==> config.mk <==
export PLATFORM = sky130hd
export DESIGN_NAME = uart_fifo_thresh_irq
export DESIGN_NICKNAME = d
export VERILOG_FILES = /design/src/rtl/uft_pkg.sv /design/src/rtl/uft_level_cmp.sv /design/src/rtl/uft_wake_sel.sv /design/src/rtl/uart_fifo_thresh_irq.sv
export SDC_FILE = /design/constraint.sdc
export NUM_CORES = 1
export LEC_CHECK = 0
export BUFFER_PORTS_ARGS = -buffer_cell sky130_fd_sc_hd__buf_2
export CORE_AREA = 2 2 39 41
export CTS_CLUSTER_SIZE = 16
export DETAILED_ROUTE_END_ITERATION = 16
export DIE_AREA = 0 0 41 43
export GPL_TIMING_DRIVEN = 1
export PLACE_DENSITY_LB_ADDON = 0.2
export SLEW_MARGIN = 40
export SYNTH_ARGS = -nofsm -noshare
export SYNTH_HDL_FRONTEND = slang
export SYNTH_SLANG_ARGS = --single-unit
==> constraint.sdc <==
create_clock -name clk -period 1.8 [get_ports clk]
set_input_delay 0.09 -clock clk [delete_from_list [all_inputs] [get_ports clk]]
set_output_delay 0.09 -clock clk [all_outputs]
set_load 0.02 [all_outputs]
==> src/rtl/uft_pkg.sv <==
package uft_pkg;

   localparam logic [2:0] LVL_EIGHTH  = 3'd0;
   localparam logic [2:0] LVL_QUARTER = 3'd1;
   localparam logic [2:0] LVL_THREEQ  = 3'd3;
   localparam logic [2:0] LVL_SEVEN8  = 3'd4;
   localparam logic [2:0] LVL_END     = 3'd5;
   localparam logic [2:0] LVL_HALF    = 3'd6;

   typedef enum logic [1:0] {
      WK_ADDR  = 2'd0,
      WK_NONE  = 2'd1,
      WK_START = 2'd2,
      WK_READY = 2'd3
   } wake_sel_e;

   function automatic logic code_ok(input logic [2:0] code);
      return (code != 3'd2) && (code != 3'd7);
   endfunction

   function automatic int unsigned level_of(input logic [2:0] code, input int unsigned depth);
      case (code)
         LVL_EIGHTH:  return depth / 8;
         LVL_QUARTER: return depth / 4;
         LVL_HALF:    return depth / 2;
         LVL_THREEQ:  return (depth / 4) * 3;
         LVL_SEVEN8:  return (depth / 8) * 7;
         LVL_END:     return depth;
         default:     return 0;
      endcase
   endfunction

endpackage

==> src/rtl/uft_level_cmp.sv <==
module uft_level_cmp #(
   parameter int unsigned DEPTH = 16,
   parameter bit          IS_TX = 1'b0,
   parameter int unsigned CNT_W = $clog2(DEPTH + 1)
) (
   input  logic             clk,
   input  logic             rst_n,
   input  logic [CNT_W-1:0] count_i,
   input  logic [2:0]       sel_i,
   output logic             flag_o
);
   import uft_pkg::*;

   localparam int unsigned CW1     = CNT_W + 1;
   localparam logic [CW1-1:0] DEPTH_V = CW1'(DEPTH);

   if ((DEPTH % 8) != 0 || DEPTH < 8) begin : g_bad_depth
      $error("uft_level_cmp: DEPTH must be a nonzero multiple of 8");
   end

   logic [CW1-1:0] occ_ext;
   logic [CW1-1:0] measure;
   logic [CW1-1:0] thr;
   logic           hit;
   logic           flag_q;

   assign occ_ext = {1'b0, count_i};

   if (IS_TX) begin : g_tx
      // free entries, saturating at zero for an out-of-range count
      assign measure = (occ_ext > DEPTH_V) ? '0 : (DEPTH_V - occ_ext);
   end else begin : g_rx
      assign measure = occ_ext;
   end

   always_comb begin
      thr = CW1'(level_of(sel_i, DEPTH));
      hit = code_ok(sel_i) && (measure >= thr);
   end

   always_ff @(posedge clk) begin
      if (!rst_n) flag_q <= 1'b0;
      else        flag_q <= hit;
   end

   assign flag_o = flag_q;

   p_res_quiet_r4: assert property (@(posedge clk) disable iff (!rst_n)
      !code_ok($past(sel_i)) |-> !flag_o);

   if (IS_TX) begin : g_tx_chk
      p_empty_r3: assert property (@(posedge clk) disable iff (!rst_n)
         ($past(sel_i) == LVL_END && $past(count_i) == '0) |-> flag_o);
      p_nonempty_r5: assert property (@(posedge clk) disable iff (!rst_n)
         ($past(sel_i) == LVL_END && $past(count_i) != '0) |-> !flag_o);
   end else begin : g_rx_chk
      p_full_r2: assert property (@(posedge clk) disable iff (!rst_n)
         ($past(sel_i) == LVL_END && {1'b0, $past(count_i)} >= DEPTH_V) |-> flag_o);
      p_empty_low_r5: assert property (@(posedge clk) disable iff (!rst_n)
         ($past(count_i) == '0) |-> !flag_o);
   end

endmodule

==> src/rtl/uft_wake_sel.sv <==
module uft_wake_sel (
   input  logic       clk,
   input  logic       rst_n,
   input  logic [1:0] sel_i,
   input  logic       addr_ev_i,
   input  logic       start_ev_i,
   input  logic       rdy_ev_i,
   input  logic       clr_i,
   output logic       flag_o
);
   import uft_pkg::*;

   wake_sel_e sel;
   logic      hit;
   logic      flag_q;

   assign sel = wake_sel_e'(sel_i);

   always_comb begin
      case (sel)
         WK_ADDR:  hit = addr_ev_i;
         WK_START: hit = start_ev_i;
         WK_READY: hit = rdy_ev_i;
         default:  hit = 1'b0;
      endcase
   end

   always_ff @(posedge clk) begin
      if (!rst_n)     flag_q <= 1'b0;
      else if (hit)   flag_q <= 1'b1;
      else if (clr_i) flag_q <= 1'b0;
   end

   assign flag_o = flag_q;

   p_sel_none_r8: assert property (@(posedge clk) disable iff (!rst_n)
      ($past(sel_i) == 2'd1 && !$past(flag_o)) |-> !flag_o);

   p_sticky_r9: assert property (@(posedge clk) disable iff (!rst_n)
      ($past(flag_o) && !$past(clr_i)) |-> flag_o);

   p_ready_sets_r7: assert property (@(posedge clk) disable iff (!rst_n)
      ($past(sel_i) == 2'd3 && $past(rdy_ev_i)) |-> flag_o);

endmodule

==> src/rtl/uart_fifo_thresh_irq.sv <==
module uart_fifo_thresh_irq #(
   parameter int unsigned DEPTH = 16,
   parameter int unsigned CNT_W = $clog2(DEPTH + 1)
) (
   input  logic             clk,
   input  logic             rst_n,
   input  logic [CNT_W-1:0] rx_count,
   input  logic [CNT_W-1:0] tx_count,
   input  logic [2:0]       rx_lvl_sel,
   input  logic [2:0]       tx_lvl_sel,
   input  logic             rx_lvl_ie,
   input  logic             tx_lvl_ie,
   input  logic [1:0]       wake_sel,
   input  logic             wake_ie,
   input  logic             ev_addr_hit,
   input  logic             ev_start_bit,
   input  logic             ev_rx_ready,
   input  logic             wake_clr,
   output logic             rx_lvl_flag,
   output logic             tx_lvl_flag,
   output logic             rx_lvl_irq,
   output logic             tx_lvl_irq,
   output logic             wake_flag,
   output logic             wake_irq
);

   uft_level_cmp #(.DEPTH(DEPTH), .IS_TX(1'b0), .CNT_W(CNT_W)) rx_cmp_i (
      .clk     (clk),
      .rst_n   (rst_n),
      .count_i (rx_count),
      .sel_i   (rx_lvl_sel),
      .flag_o  (rx_lvl_flag)
   );

   uft_level_cmp #(.DEPTH(DEPTH), .IS_TX(1'b1), .CNT_W(CNT_W)) tx_cmp_i (
      .clk     (clk),
      .rst_n   (rst_n),
      .count_i (tx_count),
      .sel_i   (tx_lvl_sel),
      .flag_o  (tx_lvl_flag)
   );

   uft_wake_sel wake_i (
      .clk        (clk),
      .rst_n      (rst_n),
      .sel_i      (wake_sel),
      .addr_ev_i  (ev_addr_hit),
      .start_ev_i (ev_start_bit),
      .rdy_ev_i   (ev_rx_ready),
      .clr_i      (wake_clr),
      .flag_o     (wake_flag)
   );

   assign rx_lvl_irq = rx_lvl_flag & rx_lvl_ie;
   assign tx_lvl_irq = tx_lvl_flag & tx_lvl_ie;
   assign wake_irq   = wake_flag & wake_ie;

   p_rst_quiet_r1: assert property (@(posedge clk)
      $past(!rst_n) |-> !(rx_lvl_flag | tx_lvl_flag | wake_flag));

endmodule

==> summary.md <==
| Metric | Value |
|---|---|
| Gpl congestion | 0.786 |
| Fin area | between 600 and 700 um2 |
| Core Region | ~0.0014 mm2 |
| GRT Resource Usage Total | a little over an eighth |
| Max Slew Vio Count | 0 |
| Final Hold Violating Endpoints | 0 |
| Final setup TNS | 0 ns |
| Cells after synthesis | 66 |
| Synth Register Bits | 3 |
| I/O Buffers | 32 |
| Area Growth Syn to Fin | 42.5% |
| Clock transition at path regs | 0.04 ns |
| Dominant synthesized flop cell | dfxtp_1 |
| Gr busiest metal | met2 |
| TritonCTS Sinks | 3 |
| Number of max-cap violations | 0 |
| Min-delay worst type | in2reg |
| Status | finished, final reports clean |
| CP required | approximately 1.9 ns |
| Antenna diodes | 0 |
| Syn Std Cell Area | a little under 500 um2 |
| Clock Latency Late Sink | 0.23 ns |
| Final Skew | 0 ns |
| Crit Reg-Reg Startpoint | wake_i.flag_o$_SDFFE_PN0P_ |
| Kind of critical path | in2reg |
| Delay-heaviest family, CP | compound AO/OA/AOI/OAI gates |
| Critical Path Slowest Stage Cell | ha_1 |
| Period utilization | between 80% and 90% |
| Area taken by multi-input logic gates | roughly 400 um2 |
| Seq/Total Area, Yosys | about 12% |
| I/O pin cnt | 33 |
| Post_cts resized | 0 |
| Die X-Extent | a little over 40 um |
| Top cells by area, synth | ha_1, dfxtp_1, a21oi_1, nor2_1, nor2b_1 |
| Antenna Nets Post-Route | 0 |
| Worst setup path start | tx_count[0] |
| Register-to-register setup slack | between 0.9 and 1 ns |
| Clock buffer depth | 2 |
| Placed inst area | around 670 um2 |
| Crit path launch type | input port |
| Layout cells sized above 1 | between 30% and 40% |
| Clock Root Buffer | clkbuf_4 |
| RSZ-0062 raised after global routing | no |
| Final setup fails | 0 |
| Synthesized area per cell | roughly 7.4 um2 |
| VDD IR-drop max | around 0.20 mV |
| Warnings from Yosys | 0 |
| R2R cell count | 3 |
| Nets | about 140 |
| Sequential Area | 60.1 um2 |
| DR WL/cell | approximately 8.6 um |
| Count of hold-fix buffers inserted at cts | 0 |
| Row cnt | 14 |
| Fillers | between 100 and 150 |
| Post-synth EDFFs | 0 |
| CP Cell Sequence | buf_2, inv_1, ha_1, nand2b_4, a21oi_1, a21oi_1, o22ai_1, ha_1, o21a_1, o21ai_0, a31oi_1, o31a_1 |
| M2 GR Usage | about a quarter |
| Vias per inst | approximately 4.8 |
| Design Power | roughly 0.00033 W |
| Minimum clock period | around 1.5 ns |
| Met3 global-route usage | around 1.6% |
| Max FO, Critical Path | 2 |
| Async SR Flop Fraction | 0% |
| Top cells by count, synth | ha_1, nor2_1, a21oi_1, inv_1, nor2b_1 |
| Starting density of the core | between 30% and 40% |
| Initial DRC count | 7 |
| Pwr/cell area | roughly 480 mW/mm2 |
| Post-CTS Setup Bufs | 0 |
| Reg2reg end | wake_i.flag_o$_SDFFE_PN0P_ |
| Fmax | ~650 MHz |
| Slew headroom | 84.2% |
| Critical Path Max Stage Delay | between 0.2 and 0.3 ns |
| Vias in the first global route | 490 |
| Area leader, netlist | ha_1 |
| CTS tree | built |
| Initial antenna violation count | 0 |
| DRC viols | 0 |
| Post-layout util | 50.0% |
| CP Buf/Inv Count | 2 |
| Leakage | roughly 0.38 nW |
| Die height | approximately 43 um |
| Largest net degree at the start of global routing | 8 |
| Cell variety after synth | 25 |
| Hold Path Depth | 2 |
| GRT Residual Overflow | 0 |
| Levels on crit path | 12 |
| Synthesized Nets | about 100 |
| Crit end category | flop |
| Vias | 563 |
| CTS buffer count | 3 |
| HPWL after DPL | about 920 um |
| Crit path to | tx_cmp_i.flag_o$_SDFF_PN0_ |
| Top-area cell type share of the netlist area | between 20% and 30% |
| Worst Path Arrival | 1.67 ns |
| Met1 Use GR | between 10% and 20% |
| Max H-tree Level | 1 |
| Overall routed net length | approximately 1000 um |
| First-pass GRT wire length | ~1600 um |
| First-pass detailed-route iteration total | 4 |
| DIE AREA | approximately 0.0018 mm2 |
| Worst-Margin Slew | roughly 0.24 ns |
cell usage in the layout (no fill, tap or decap), drive strengths merged:
| cell type | count |
|---|---|
| and2 | 3 |
| nor3b | 1 |
| inv | 7 |
| a31oi | 1 |
| nor2b | 5 |
| buf | 32 |
| nand3 | 3 |
| ha | 9 |
| nor3 | 1 |
| a21oi | 7 |
| clkbuf | 4 |
| o31ai | 1 |
| nor2 | 9 |
| o211ai | 1 |
| nand2b | 2 |
| a21boi | 1 |
| a221oi | 1 |
| o31a | 2 |
| mux2 | 1 |
| o21a | 1 |
| o22ai | 1 |
| xor2 | 1 |
| o21ai | 2 |
| dfxtp | 3 |
| or2 | 1 |
| nand2 | 2 |
worst min-delay path by stage:
stage / start / endpoint / slack, ns
after floorplan: rst_n / wake_i.flag_o$_SDFFE_PN0P_ / 0.22
after global placement: rst_n / wake_i.flag_o$_SDFFE_PN0P_ / 0.35
after CTS: rst_n / wake_i.flag_o$_SDFFE_PN0P_ / 0.11
final: rst_n / wake_i.flag_o$_SDFFE_PN0P_ / 0.12
after global routing: rst_n / wake_i.flag_o$_SDFFE_PN0P_ / 0.12
after detailed placement: rst_n / wake_i.flag_o$_SDFFE_PN0P_ / 0.35
area by class of cell:
type                       count  share of cell area (%)
inverter                       7                    3.80
multi-input combinational     56                    57.7
clock buffer                   4                    3.80
sequential                     3                    8.68
timing repair buffer          32                    23.1
tap                           16                    2.89
power by group:
part           internal [W]  switching [W]
registers         0.0000732     0.00000254
logic             0.0000690      0.0000700
clock network     0.0000831      0.0000360
total              0.000225       0.000108
metal layers:
metal	part of all wire [%]	wire (um)
met1	41	418
met2	50	512
met3	8.3	84
met4	0	0
met5	0	0
logic make-up (layout without fill, tap and decap cells):
logic type                 Yosys count  in the layout  synth area share (%)
muxes                                1              1                  2.32
adders and majority gates            9              9                  23.2
AOI/OAI and AO/OA                   18             18                  23.5
buffers and inverters                7             43                  5.41
xor gates and xnor gates             1              1                  1.80
DFF                                  3              3                  12.4
and+or+nand+nor                     27             27                  31.4
registers in the layout, indices dropped and copies added, names as in the netlist:
| signal | flops |
|---|---|
| rx_cmp_i.flag_o | 1 |
| tx_cmp_i.flag_o | 1 |
| wake_i.flag_o | 1 |
stage by stage:
step	hold WS, ns	std cells	setup WS (ns)
6_report	0.115	118	0.251
5_1_grt	0.120	118	0.0959
4_1_cts	0.106	118	0.248
3_5_place_dp	0.351	114	0.000309
3_3_place_gp	0.346	114	0.0269
2_1_floorplan	0.218	66	0.224
Power figures use the tool's default switching activity.
